--- config.mk ---
export PLATFORM = sky130hd
export DESIGN_NAME = spi_hold_ctrl
export DESIGN_NICKNAME = d
export VERILOG_FILES = /design/src/rtl/spi_hold_pkg.sv /design/src/rtl/spi_hold_edge.sv /design/src/rtl/spi_hold_fsm.sv /design/src/rtl/spi_hold_shift.sv /design/src/rtl/spi_hold_ctrl.sv
export SDC_FILE = /design/constraint.sdc
export NUM_CORES = 1
export LEC_CHECK = 0
export ABC_CLOCK_PERIOD_IN_PS = 2400
export BUFFER_PORTS_ARGS = -buffer_cell sky130_fd_sc_hd__buf_2
export CAP_MARGIN = 20
export CELL_PAD_IN_SITES_DETAIL_PLACEMENT = 0
export CELL_PAD_IN_SITES_GLOBAL_PLACEMENT = 1
export CORE_MARGIN = 8
export CORE_UTILIZATION = 40
export DETAILED_ROUTE_END_ITERATION = 8
export PLACE_DENSITY = 0.83
export SYNTH_ARGS = -nofsm -noshare
export SYNTH_HDL_FRONTEND = slang
export SYNTH_SLANG_ARGS = --single-unit
--- constraint.sdc ---
create_clock -name clk -period 2.4 [get_ports clk]
set_input_delay 0.12 -clock clk [delete_from_list [all_inputs] [get_ports clk]]
set_output_delay 0.12 -clock clk [all_outputs]
set_load 0.03 [all_outputs]
--- src/rtl/spi_hold_pkg.sv ---
package spi_hold_pkg;

   // Pause controller states
   typedef enum logic [1:0] {
      HS_RUN   = 2'd0,   // normal traffic
      HS_HOLD  = 2'd1,   // paused, chip select still low
      HS_DESEL = 2'd2,   // paused, front end already reset by deselect
      HS_LOCK  = 2'd3    // released after deselect, waiting for chip select high
   } hold_st_e;

endpackage

--- src/rtl/spi_hold_edge.sv ---
module spi_hold_edge #(
   parameter int N = 1
) (
   input  logic         clk,
   input  logic         rst_n,
   input  logic [N-1:0] lvl_i,
   output logic [N-1:0] rise_o,
   output logic [N-1:0] fall_o
);

   if (N < 1) begin : g_bad_n
      $error("spi_hold_edge: N must be at least 1");
   end

   for (genvar g = 0; g < N; g++) begin : g_bit
      logic prev_q;
      always_ff @(posedge clk or negedge rst_n) begin
         if (!rst_n) prev_q <= 1'b0;
         else        prev_q <= lvl_i[g];
      end
      assign rise_o[g] = lvl_i[g] & ~prev_q;
      assign fall_o[g] = ~lvl_i[g] & prev_q;
   end

endmodule

--- src/rtl/spi_hold_fsm.sv ---
module spi_hold_fsm
   import spi_hold_pkg::*;
(
   input  logic clk,
   input  logic rst_n,
   input  logic hold_n_i,
   input  logic sck_i,
   input  logic cs_n_i,
   output logic hold_active_o,
   output logic so_oe_block_o,
   output logic freeze_o,
   output logic fe_reset_o
);

   hold_st_e st_q, st_d;
   logic     rst_d;
   logic     hold_q, block_q, fe_rst_q;

   always_comb begin
      st_d  = st_q;
      rst_d = 1'b0;
      unique case (st_q)
         HS_RUN: begin
            if (!cs_n_i && !hold_n_i && !sck_i) st_d = HS_HOLD;
         end
         HS_HOLD: begin
            if (cs_n_i) begin
               st_d  = HS_DESEL;
               rst_d = 1'b1;
            end else if (hold_n_i && !sck_i) begin
               st_d = HS_RUN;
            end
         end
         HS_DESEL: begin
            if (hold_n_i) st_d = cs_n_i ? HS_RUN : HS_LOCK;
         end
         HS_LOCK: begin
            if (cs_n_i) st_d = HS_RUN;
         end
         default: st_d = HS_RUN;
      endcase
   end

   always_ff @(posedge clk or negedge rst_n) begin
      if (!rst_n) begin
         st_q     <= HS_RUN;
         hold_q   <= 1'b0;
         block_q  <= 1'b0;
         fe_rst_q <= 1'b0;
      end else begin
         st_q     <= st_d;
         hold_q   <= (st_d == HS_HOLD) || (st_d == HS_DESEL);
         block_q  <= (st_d != HS_RUN);
         fe_rst_q <= rst_d;
      end
   end

   assign hold_active_o = hold_q;
   assign so_oe_block_o = block_q;
   assign freeze_o      = block_q;
   assign fe_reset_o    = fe_rst_q;

   // a high serial clock defers entry
   p_entry_waits_low_sck_r3: assert property (@(posedge clk) disable iff (!rst_n)
      (st_q == HS_RUN && sck_i) |=> !hold_active_o);

   // no entry while deselected
   p_no_entry_deselected_r4: assert property (@(posedge clk) disable iff (!rst_n)
      (st_q == HS_RUN && cs_n_i) |=> !hold_active_o);

   // a high serial clock defers exit
   p_exit_waits_low_sck_r5: assert property (@(posedge clk) disable iff (!rst_n)
      (st_q == HS_HOLD && !cs_n_i && sck_i) |=> hold_active_o);

   // output blocking covers every paused cycle
   p_block_covers_hold_r7: assert property (@(posedge clk) disable iff (!rst_n)
      hold_active_o |-> so_oe_block_o);

   // front-end reset lasts one cycle
   p_reset_single_r8: assert property (@(posedge clk) disable iff (!rst_n)
      fe_reset_o |=> !fe_reset_o);

   // deselected pause persists while the request stays low
   p_desel_persists_r8: assert property (@(posedge clk) disable iff (!rst_n)
      (st_q == HS_DESEL && !hold_n_i) |=> hold_active_o);

endmodule

--- src/rtl/spi_hold_shift.sv ---
module spi_hold_shift #(
   parameter int WORD_W    = 8,
   parameter bit MSB_FIRST = 1'b1,
   localparam int POS_W    = (WORD_W > 1) ? $clog2(WORD_W) : 1
) (
   input  logic              clk,
   input  logic              rst_n,
   input  logic              sck_rise_i,
   input  logic              si_i,
   input  logic              freeze_i,
   input  logic              clear_i,
   output logic [POS_W-1:0]  bit_pos_o,
   output logic [WORD_W-1:0] word_o,
   output logic              word_vld_o
);

   localparam logic [POS_W-1:0] LAST_POS = POS_W'(WORD_W - 1);

   if (WORD_W < 2) begin : g_bad_w
      $error("spi_hold_shift: WORD_W must be at least 2");
   end

   logic [WORD_W-1:0] sh_q, sh_nx;
   logic [POS_W-1:0]  pos_q;
   logic [WORD_W-1:0] word_q;
   logic              vld_q;
   logic              take;

   if (MSB_FIRST) begin : g_msb
      assign sh_nx = {sh_q[WORD_W-2:0], si_i};
   end else begin : g_lsb
      assign sh_nx = {si_i, sh_q[WORD_W-1:1]};
   end

   assign take = sck_rise_i && !freeze_i && !clear_i;

   always_ff @(posedge clk or negedge rst_n) begin
      if (!rst_n) begin
         sh_q   <= '0;
         pos_q  <= '0;
         word_q <= '0;
         vld_q  <= 1'b0;
      end else begin
         vld_q <= 1'b0;
         if (clear_i) begin
            sh_q  <= '0;
            pos_q <= '0;
         end else if (take) begin
            sh_q <= sh_nx;
            if (pos_q == LAST_POS) begin
               pos_q  <= '0;
               word_q <= sh_nx;
               vld_q  <= 1'b1;
            end else begin
               pos_q <= pos_q + 1'b1;
            end
         end
      end
   end

   assign bit_pos_o  = pos_q;
   assign word_o     = word_q;
   assign word_vld_o = vld_q;

   // a frozen shifter keeps its position
   p_frozen_pos_r6: assert property (@(posedge clk) disable iff (!rst_n)
      (freeze_i && !clear_i) |=> $stable(bit_pos_o));

   // no word completes while frozen
   p_frozen_no_word_r6: assert property (@(posedge clk) disable iff (!rst_n)
      freeze_i |=> !word_vld_o);

   // completion strobe is a single cycle
   p_valid_pulse_r10: assert property (@(posedge clk) disable iff (!rst_n)
      word_vld_o |=> !word_vld_o);

endmodule

--- src/rtl/spi_hold_ctrl.sv ---
module spi_hold_ctrl #(
   parameter int WORD_W    = 8,
   parameter bit MSB_FIRST = 1'b1,
   localparam int POS_W    = (WORD_W > 1) ? $clog2(WORD_W) : 1
) (
   input  logic              clk,
   input  logic              rst_n,
   input  logic              hold_n_i,
   input  logic              sck_i,
   input  logic              cs_n_i,
   input  logic              si_i,
   output logic              hold_active_o,
   output logic              so_oe_block_o,
   output logic              frontend_reset_o,
   output logic [POS_W-1:0]  bit_pos_o,
   output logic [WORD_W-1:0] rx_word_o,
   output logic              rx_valid_o
);

   if (WORD_W < 2) begin : g_bad_word
      $error("spi_hold_ctrl: WORD_W must be at least 2");
   end

   logic [0:0] sck_rise, sck_fall;
   logic       freeze;
   logic       fe_reset;
   logic       clear;

   spi_hold_edge #(.N(1)) i_sck_edge (
      .clk    (clk),
      .rst_n  (rst_n),
      .lvl_i  (sck_i),
      .rise_o (sck_rise),
      .fall_o (sck_fall)
   );

   spi_hold_fsm i_fsm (
      .clk           (clk),
      .rst_n         (rst_n),
      .hold_n_i      (hold_n_i),
      .sck_i         (sck_i),
      .cs_n_i        (cs_n_i),
      .hold_active_o (hold_active_o),
      .so_oe_block_o (so_oe_block_o),
      .freeze_o      (freeze),
      .fe_reset_o    (fe_reset)
   );

   assign clear            = cs_n_i | fe_reset;
   assign frontend_reset_o = fe_reset;

   spi_hold_shift #(.WORD_W(WORD_W), .MSB_FIRST(MSB_FIRST)) i_shift (
      .clk        (clk),
      .rst_n      (rst_n),
      .sck_rise_i (sck_rise[0]),
      .si_i       (si_i),
      .freeze_i   (freeze),
      .clear_i    (clear),
      .bit_pos_o  (bit_pos_o),
      .word_o     (rx_word_o),
      .word_vld_o (rx_valid_o)
   );

   // lockout keeps the output blocked while chip select stays low
   p_lockout_blocks_r9: assert property (@(posedge clk) disable iff (!rst_n)
      (so_oe_block_o && !hold_active_o && !cs_n_i) |=> so_oe_block_o);

   // reset pulse only appears inside a pause
   p_reset_in_hold_r8: assert property (@(posedge clk) disable iff (!rst_n)
      frontend_reset_o |-> hold_active_o);

   logic unused_fall;
   assign unused_fall = sck_fall[0];

endmodule

==> reports/summary.txt, run 1 <==
status - complete, no violations
Max-slew headroom - 0.637
Root Driver - clkbuf_4
total CTS buffers - 3
1st-iter DRT viols - 21
DR vias - 677
Pint - 551 uW
Clock transition at path regs - 120 ps
I/O pins - 21
GR Util All Layers - 0.0836
CP max FO - 11
Hold Slack - 57.1 ps
DP Worst Slack - 895 ps
clk_skew - 2.81 ps
Final min period - 1540 ps
ANT nets after route - 0
Post-CTS Setup Repair Bufs - 0
post-synthesis register bit count - 25
gpl congestion - 0.742
vias in the first global route - 677
max-capacitance violation count - 0
r2r startpoint - i_sck_edge.g_bit[0].prev_q
die area - 4380 sq um
final setup TNS - 0 ps
Leakage - 0.628 nW
R2R cell count - 3
Skew-Pair Late Insertion Delay - 300 ps
NetSw - 215 uW
Hold Path Origin - si_i
final setup fails - 0
Pre-antenna DRT Iters - 2
Starting Density - 0.415
Syn Area/Cell - 12.0 sq um
final non-filler cell total - 139
H-tree depth - 1
Post-DP Area - 1140 sq um
initial antenna violation count - 0
die width - 66.2 microns
WP data arrival - 1780 ps
Die Span Y - 66.2 microns
CORE AREA - 2430 sq um
worst setup path end - i_shift.bit_pos_o[0]
# port buffers - 20
library cells used by synthesis - 20
worst setup margin - 859 ps
area leader, netlist - dfrtp_1
Switching Share - 0.281
layout cells sized above 1 - 0.312
Crit. End Element - register
worst-margin pin slew - 545 ps
RSZ-0062 raised after global routing - false
filler cell count - 234
Reg area - 626 sq um
startpoint types - primary input
fmax - 649 MHz
maximum resistive drop on vdd - 0.504 mV
Synth Warn # - 0
Final Power - 766 uW
area delta synth->final - 18.5%
num rows - 18
worst endpoint required time - 2640 ps
first-pass GRT wire length - 2870 microns
# diodes - 0
power per standard cell area - 641 nW/um^2
post-DR wirelength/cell - 12.3 microns
Min-Delay Path Class - primary input to register
GR Overflow Total - 0
Via density - 4.87
Yosys top cell area share - 0.620
final period utilization - 0.642
area of the multi-input gates - 364 sq um
Inst Count DP - 132
Final Hold Violating Endpoints - 0
largest net degree at the start of global routing - 26
Post-Syn Nets - 93
Comb pwr share - 0.163
reg2reg end - i_shift.bit_pos_o[0]
sequential power share - 0.607
dpl hpwl - 1270 microns
post-route design area - 1190 sq um
WS Path Type - primary input to register
final wirelength - 1710 microns
number of nets in the layout - 119
drt drc - 0
Cell Area, Synth - 1010 sq um
Setup crit start - sck_i
final slew viol count - 0
clock network power share - 0.230
sequential area share after synthesis - 0.620
r2r setup slk - 870 ps
fin util - 0.491
Mapped Cells - 84
synth top area cells - dfrtp_1, mux2_2, nand2_1
CTS tree - done
clock sink count - 25
clock tree buffer depth - 2
-- state kept, by name, summed over array words and instances, names as in the netlist --
| name | count |
|---|---|
| i_shift.word_o | 8 |
| i_shift.sh_q | 7 |
| i_shift.bit_pos_o | 3 |
| i_fsm.st_q | 2 |
| i_fsm.fe_reset_o | 1 |
| i_fsm.freeze_o | 1 |
| i_fsm.hold_active_o | 1 |
| i_sck_edge.g_bit.prev_q | 1 |
| i_shift.word_vld_o | 1 |
-- logic make-up (layout without fill, tap and decap cells) --
group	count (synthesis)	in the layout	share of synthesized area
compound gates	16	16	0.0869
fa+ha+maj	3	3	0.0372
buf+inv	5	30	0.0186
flops	25	25	0.620
mux	8	8	0.0893
simple gates	27	27	0.148
-- critical path, cell delays in order --
cell and delay (ps):
dlygate4sd3_1 510, buf_2 140, or3b_1 520, or3_1 370, a21oi_1 120
-- power groups by stage --
stage	Combinational (mW)	Sequential (mW)	Clock (mW)
global placement	0.124	0.473	0
CTS	0.129	0.466	0.188
detailed placement	0.125	0.474	0
floorplan	0.0488	0.506	0
finish	0.125	0.465	0.176
global route	0.141	0.468	0.201
-- cells in the final DEF (no fill, tap or decap), drive strengths merged --
master,count
nand2,18
a21o,1
dfrtp,25
clkbuf,4
nor3b,1
nor2,2
buf,20
mux2,8
a22oi,1
or3,1
nand3,1
inv,3
o21ai,1
a21oi,12
ha,3
or3b,1
dlygate4sd3,3
o21bai,1
or2,1
and3b,1
nand3b,1
-- worst min path at each step --
stage                   endpoint  slack (ps)  cells past startpoint
4_1_cts          i_shift.sh_q[0]          50                      3
3_3_place_gp   i_shift.word_o[3]         130                      1
6_report         i_shift.sh_q[0]          60                      3
3_5_place_dp   i_shift.word_o[3]         140                      1
2_1_floorplan   i_fsm.fe_reset_o        -180                      0
5_1_grt          i_shift.sh_q[0]          40                      3
-- what timing repair did --
item / 4_1_cts / 5_1_grt
endpoints found under the setup margin: 0 / 0
hold endpoints to repair: 27 / 0
hold buffers: 3 / 0
resized for setup: 0 / 0
-- metal layers --
layer / vias to the layer above / global-route usage / part of all wire
met5: - / 0 / 0
met4: 0 / 0.0400 / 0.0058
met3: 2 / 0.0288 / 0.075
met2: 14 / 0.144 / 0.48
met1: 322 / 0.0894 / 0.44
li1: 339 / - / -
-- cells in the mapped netlist (all sizes together) --
| library cell | number |
|---|---|
| nand3b | 1 |
| nand3 | 1 |
| or2 | 1 |
| or3 | 1 |
| inv | 3 |
| mux2 | 8 |
| nand2 | 18 |
| a21oi | 12 |
| a22oi | 1 |
| or3b | 1 |
| and3b | 1 |
| clkbuf | 1 |
| ha | 3 |
| o21bai | 1 |
| nor2 | 2 |
| dfrtp | 25 |
| o21ai | 1 |
| nor3b | 1 |
| a21o | 1 |
| buf | 1 |
-- area by class of cell --
cell class	instances	share of cell area
multi-input combinational	54	0.305
tap	30	0.0314
clock buffer	4	0.0220
inverter	3	0.00942
timing repair buffer	23	0.109
sequential	25	0.524
Note: power is estimated with default switching activity, not from simulation.
==> inputs of run 2 (changes only) <==
--- a/config.mk
+++ b/config.mk
@@ -5,7 +5,7 @@
 export SDC_FILE = /design/constraint.sdc
 export NUM_CORES = 1
 export LEC_CHECK = 0
-export ABC_CLOCK_PERIOD_IN_PS = 2400
+export ABC_CLOCK_PERIOD_IN_PS = 1500
 export BUFFER_PORTS_ARGS = -buffer_cell sky130_fd_sc_hd__buf_2
 export CAP_MARGIN = 20
 export CELL_PAD_IN_SITES_DETAIL_PLACEMENT = 0
==> constraint.sdc (replaced) <==
create_clock -name clk -period 1.5 [get_ports clk]
set_input_delay 0.075 -clock clk [delete_from_list [all_inputs] [get_ports clk]]
set_output_delay 0.075 -clock clk [all_outputs]
set_load 0.03 [all_outputs]
==> reports/summary.txt, run 2 (same netlist as run 1, synthesis figures left out) <==
maximum resistive drop on vdd - 0.786 mV (+56%)
final wirelength - 2080 microns (+22%)
final slew viol count - 0 (unchanged)
post-DR wirelength/cell - 14.3 microns (+17%)
total CTS buffers - 3 (unchanged)
CP cell instances - ha_1, ha_2, or3_1, a21oi_2
Pre-antenna DRT Iters - 4 (+2)
Final Hold Violating Endpoints - 0 (unchanged)
largest net degree at the start of global routing - 26 (unchanged)
max-capacitance violation count - 0 (unchanged)
Clock transition at path regs - 120 ps (about the same)
# diodes - 0 (unchanged)
die area - 4380 sq um (unchanged)
I/O pins - 21 (unchanged)
GR Overflow Total - 0 (unchanged)
status - complete, no violations
gpl congestion - 0.677 (-8.7%)
post-route design area - 1250 sq um (+4.8%)
startpoint types - register
area delta synth->final - 24.2%
max reg flops - 8 (unchanged)
clk_skew - 4.23 ps (+1.42 ps)
Min-Delay Path Class - primary input to register
worst endpoint required time - 1750 ps (-890 ps)
1st-iter DRT viols - 21 (unchanged)
CORE AREA - 2430 sq um (unchanged)
CTS tree - done
Hold Slack - 86.7 ps (+29.7 ps)
number of nets in the layout - 125 (+5.0%)
WP data arrival - 1700 ps (-80 ps)
DP Worst Slack - 13.0 ps (-882 ps)
DR vias - 721 (+6.5%)
H-tree depth - 1 (unchanged)
final setup fails - 0 (unchanged)
drt drc - 0 (unchanged)
CP max FO - 4 (-7)
dpl hpwl - 1450 microns (+15%)
initial antenna violation count - 0 (unchanged)
ANT nets after route - 0 (unchanged)
GR Util All Layers - 0.107 (+0.0237)
Final min period - 1450 ps
vias in the first global route - 797 (+18%)
Leakage - 0.647 nW (+3.0%)
fmax - 687 MHz
num rows - 18 (unchanged)
Max-slew headroom - 0.644 (+0.00702)
leading cell types in the layout, fill and taps excluded - dfrtp_1, buf_2, nand2_1
Post-DP Area - 1150 sq um (+1.4%)
power per standard cell area - 1010 nW/um^2 (+58%)
fin util - 0.515 (+0.0237)
Slowest cell on crit path - dfrtp_2
final period utilization - 0.970
final setup TNS - 0 ps (unchanged)
worst-margin pin slew - 534 ps (-10.5 ps)
WS Path Type - register to register
Root Driver - clkbuf_4
RSZ-0062 raised after global routing - false
Die Span Y - 66.2 microns (unchanged)
first-pass GRT wire length - 3590 microns (+25%)
commonest non-fill, non-tap cell in the layout - dfrtp_1
Starting Density - 0.415 (unchanged)
clock sink count - 25 (unchanged)
filler cell count - 227 (-3.0%)
die width - 66.2 microns (unchanged)
clock tree buffer depth - 2 (unchanged)
worst setup margin - 45.3 ps (-813 ps)
Via density - 4.97 (+2.1%)
slowest stage delay, CP - 440 ps (-80 ps)
# port buffers - 20 (unchanged)
Skew-Pair Late Insertion Delay - 320 ps (+20 ps)
layout cells sized above 1 - 0.365 (+0.0533)
Crit. End Element - register
-- run 2: changes by cell type in the layout (fill, tap and decap cells not counted), sizes merged --
| cell | delta |
|---|---|
| buf | +4 |
| dlygate4sd3 | +1 |
| nand3 | +1 |
-- run 2: metrics by stage --
stage               power [mW]  instances
floorplan                0.888         84
global placement         0.966        134
detailed placement       0.973        134
CTS                       1.28        144
global route              1.34        145
finish                    1.27        145
-- run 2: final timing paths --
kind / depth (start not counted) / start / slack [ps] / endpoint
setup / recovery: 4 / i_shift.bit_pos_o[0] / 50 / i_shift.bit_pos_o[0]
hold / removal: 3 / hold_n_i / 90 / i_fsm.st_q[0]
setup reg to reg: 4 / i_shift.bit_pos_o[0] / 50 / i_shift.bit_pos_o[0]
hold reg to reg: 1 / i_shift.word_o[3] / 520 / i_shift.word_o[3]
max in group asynchronous: 2 / rst_n / 860 / i_shift.bit_pos_o[0]
min in group asynchronous: 2 / rst_n / 250 / i_shift.word_vld_o
-- run 2: per-layer routing --
metal  GRT usage  routed length [microns]  vias up
met2       0.183                     1040       20
met1       0.104                      798      349
met5           0                        0        -
li1            -                        -      348
met3      0.0644                      217        4
met4      0.0373                       23        0
-- run 2: final cells by class --
cell class                      count  area [sq um]  share of cell area
Sequential cell                    25           627               0.500
Multi-Input combinational cell     55           380               0.304
Timing Repair Buffer               28           170               0.136
Tap cell                           30          37.5              0.0300
Clock buffer                        4          26.3              0.0210
Inverter                            3          11.3             0.00899
-- run 2: power by group --
group	total (mW)	switching [mW]	internal, mW
Clock	0.294	0.190	0.104
Sequential	0.744	0.0295	0.715
Combinational	0.229	0.151	0.0780
Total	1.27	0.370	0.897
-- run 2: critical path: cells and delay by family, from the launching register on --
| family | cells | cell delay (ps) |
|---|---|---|
| flip-flops | 1 | 440 |
| AO/OA/AOI/OAI | 1 | 130 |
| AND/OR/NAND/NOR | 1 | 390 |
| adder cells (fa/ha/maj) | 2 | 430 |
-- run 2: what timing repair did --
item | 4_1_cts | 5_1_grt
hold buffers | 4 | 0
setup buffers | 1 | 1
hold endpoints to repair | 29 | 0
resized for setup | 1 | 1
gates cloned | 1 | 0
endpoints found under the setup margin | 7 | 1
==> inputs of run 3 (changes only) <==
--- a/config.mk
+++ b/config.mk
@@ -13,6 +13,7 @@
 export CORE_MARGIN = 8
 export CORE_UTILIZATION = 40
 export DETAILED_ROUTE_END_ITERATION = 8
+export HOLD_SLACK_MARGIN = 0.15
 export PLACE_DENSITY = 0.83
 export SYNTH_ARGS = -nofsm -noshare
 export SYNTH_HDL_FRONTEND = slang
==> reports/summary.txt, run 3 (same netlist as run 1, synthesis figures left out) <==
status - complete, no violations
num rows - 18 (unchanged)
NetSw - 373 uW (+0.76%)
leading cell types in the layout, fill and taps excluded - dfrtp_1, buf_2, nand2_1
maximum resistive drop on vdd - 0.789 mV (+0.35%)
fmax - 686 MHz (-0.17%)
DP Worst Slack - 13.0 ps (unchanged)
ANT nets after route - 0 (unchanged)
final setup fails - 0 (unchanged)
drt drc - 0 (unchanged)
logic depth of the worst setup path including buffers - 3 (-1)
# diodes - 0 (unchanged)
die area - 4380 sq um (unchanged)
r2r setup slk - 40 ps (about the same)
Skew-Pair Late Insertion Delay - 320 ps (about the same)
first-pass GRT wire length - 3650 microns (+1.7%)
Reg area - 627 sq um (unchanged)
clock sink count - 25 (unchanged)
Slowest cell on crit path - dlygate4sd3_1
Clock transition at path regs - 120 ps (about the same)
die width - 66.2 microns (unchanged)
Setup crit start - i_fsm.st_q[1]
startpoint types - register
R2R cell count - 3 (-1)
Hold Slack - 194 ps (+107 ps)
total CTS buffers - 3 (unchanged)
final period utilization - 0.971 (+0.00169)
DR vias - 725 (+0.55%)
power per standard cell area - 1010 nW/um^2 (-0.18%)
max reg flops - 8 (unchanged)
reg2reg end - i_fsm.st_q[0]
area of the multi-input gates - 380 sq um (unchanged)
CORE AREA - 2430 sq um (unchanged)
Inst Count DP - 134 (unchanged)
Starting Density - 0.415 (unchanged)
clock network power share - 0.231 (about the same)
final setup TNS - 0 ps (unchanged)
largest net degree at the start of global routing - 26 (unchanged)
critical path's top delay family - buffers and inverters
RSZ-0062 raised after global routing - false
# port buffers - 20 (unchanged)
WP data arrival - 1670 ps (-30 ps)
Pre-antenna DRT Iters - 4 (unchanged)
filler cell count - 226 (-0.44%)
r2r startpoint - i_fsm.st_q[1]
Hold Path Origin - hold_n_i
post-route design area - 1260 sq um (+0.80%)
sequential power share - 0.584 (-0.003)
worst setup margin - 42.8 ps (-2.53 ps)
clock tree buffer depth - 2 (unchanged)
Max-slew headroom - 0.644 (about the same)
commonest non-fill, non-tap cell in the layout - dfrtp_1
gpl congestion - 0.677 (unchanged)
worst endpoint required time - 1710 ps (-40 ps)
Pint - 902 uW (+0.56%)
final wirelength - 2110 microns (+1.6%)
Die Span Y - 66.2 microns (unchanged)
Comb pwr share - 0.185 (+0.004)
Min-Delay Path Class - primary input to register
CTS tree - done
area delta synth->final - 25.2%
number of nets in the layout - 126 (+0.80%)
layout cells sized above 1 - 0.362 (-0.00315)
dpl hpwl - 1450 microns (unchanged)
vias in the first global route - 807 (+1.3%)
worst-margin pin slew - 534 ps (+0.0229 ps)
Via density - 4.97 (-0.13%)
Root Driver - clkbuf_4
CP cell instances - a22oi_1, a21oi_1, dlygate4sd3_1
Buf+Inv Stages, Crit Path - 1 (+1)
Final Hold Violating Endpoints - 0 (unchanged)
final slew viol count - 0 (unchanged)
final non-filler cell total - 146 (+0.69%)
slowest stage delay, CP - 570 ps (+130 ps)
GR Overflow Total - 0 (unchanged)
Switching Share - 0.293 (+0.000409)
post-DR wirelength/cell - 14.5 microns (+0.94%)
WS Path Type - register to register
initial antenna violation count - 0 (unchanged)
Leakage - 0.653 nW (+0.90%)
CP max FO - 4 (unchanged)
clk_skew - 3.63 ps (-0.603 ps)
Post-DP Area - 1150 sq um (unchanged)
I/O pins - 21 (unchanged)
Crit. End Element - register
GR Util All Layers - 0.109 (+0.00175)
H-tree depth - 1 (unchanged)
Final min period - 1460 ps (+2.53 ps)
1st-iter DRT viols - 23 (+9.5%)
worst setup path end - i_fsm.st_q[0]
max-capacitance violation count - 0 (unchanged)
==> run 3: cell types whose count changed in the layout (fill, tap and decap cells not counted), sizes merged <==
cell,change
dlygate4sd3,+1
==> run 3: worst min path at each step <==
| stage | end | depth (start not counted) |
|---|---|---|
| finish | i_fsm.st_q[1] | 4 |
| global route | i_fsm.st_q[1] | 4 |
| CTS | i_fsm.st_q[1] | 4 |
| detailed placement | i_shift.word_vld_o | 1 |
| global placement | i_shift.word_vld_o | 1 |
| floorplan | i_fsm.fe_reset_o | 0 |
==> run 3: tightest hold or removal path: stages <==
cell     delay [ps]
buf_2           110
o21ai_0         160
a21oi_1          90
inv_1            50
==> run 3: metrics by stage <==
stage / total power, mW / utilization
floorplan: 0.888 / -
global placement: 0.966 / 0.475
detailed placement: 0.973 / 0.475
CTS: 1.28 / 0.514
global route: 1.35 / 0.519
finish: 1.27 / 0.519
==> run 3: cell type report <==
type,count,area share
Clock buffer,4,0.0208
Inverter,3,0.00892
Multi-Input combinational cell,55,0.301
Sequential cell,25,0.497
Tap cell,30,0.0297
Timing Repair Buffer,29,0.143
==> run 3: layer usage <==
metal / part of all wire / vias up / track usage
li1: - / 350 / -
met1: 0.38 / 351 / 0.106
met2: 0.50 / 20 / 0.188
met3: 0.10 / 4 / 0.0627
met4: 0.011 / 0 / 0.0373
met5: 0 / - / 0
==> run 3: timing repair <==
item | CTS | global route
hold buffers | 5 | 0
cloned | 1 | 0
setup buffers | 1 | 1
endpoints found under the setup margin | 7 | 1
endpoints found under the hold margin | 32 | 0
resized for setup | 1 | 1
==> run 3: power groups by stage <==
stage	Clock [mW]	Sequential [mW]	Combinational [mW]
3_5_place_dp	0	0.757	0.215
4_1_cts	0.304	0.745	0.234
2_1_floorplan	0	0.810	0.0781
3_3_place_gp	0	0.757	0.209
5_1_grt	0.336	0.749	0.262
6_report	0.295	0.744	0.236
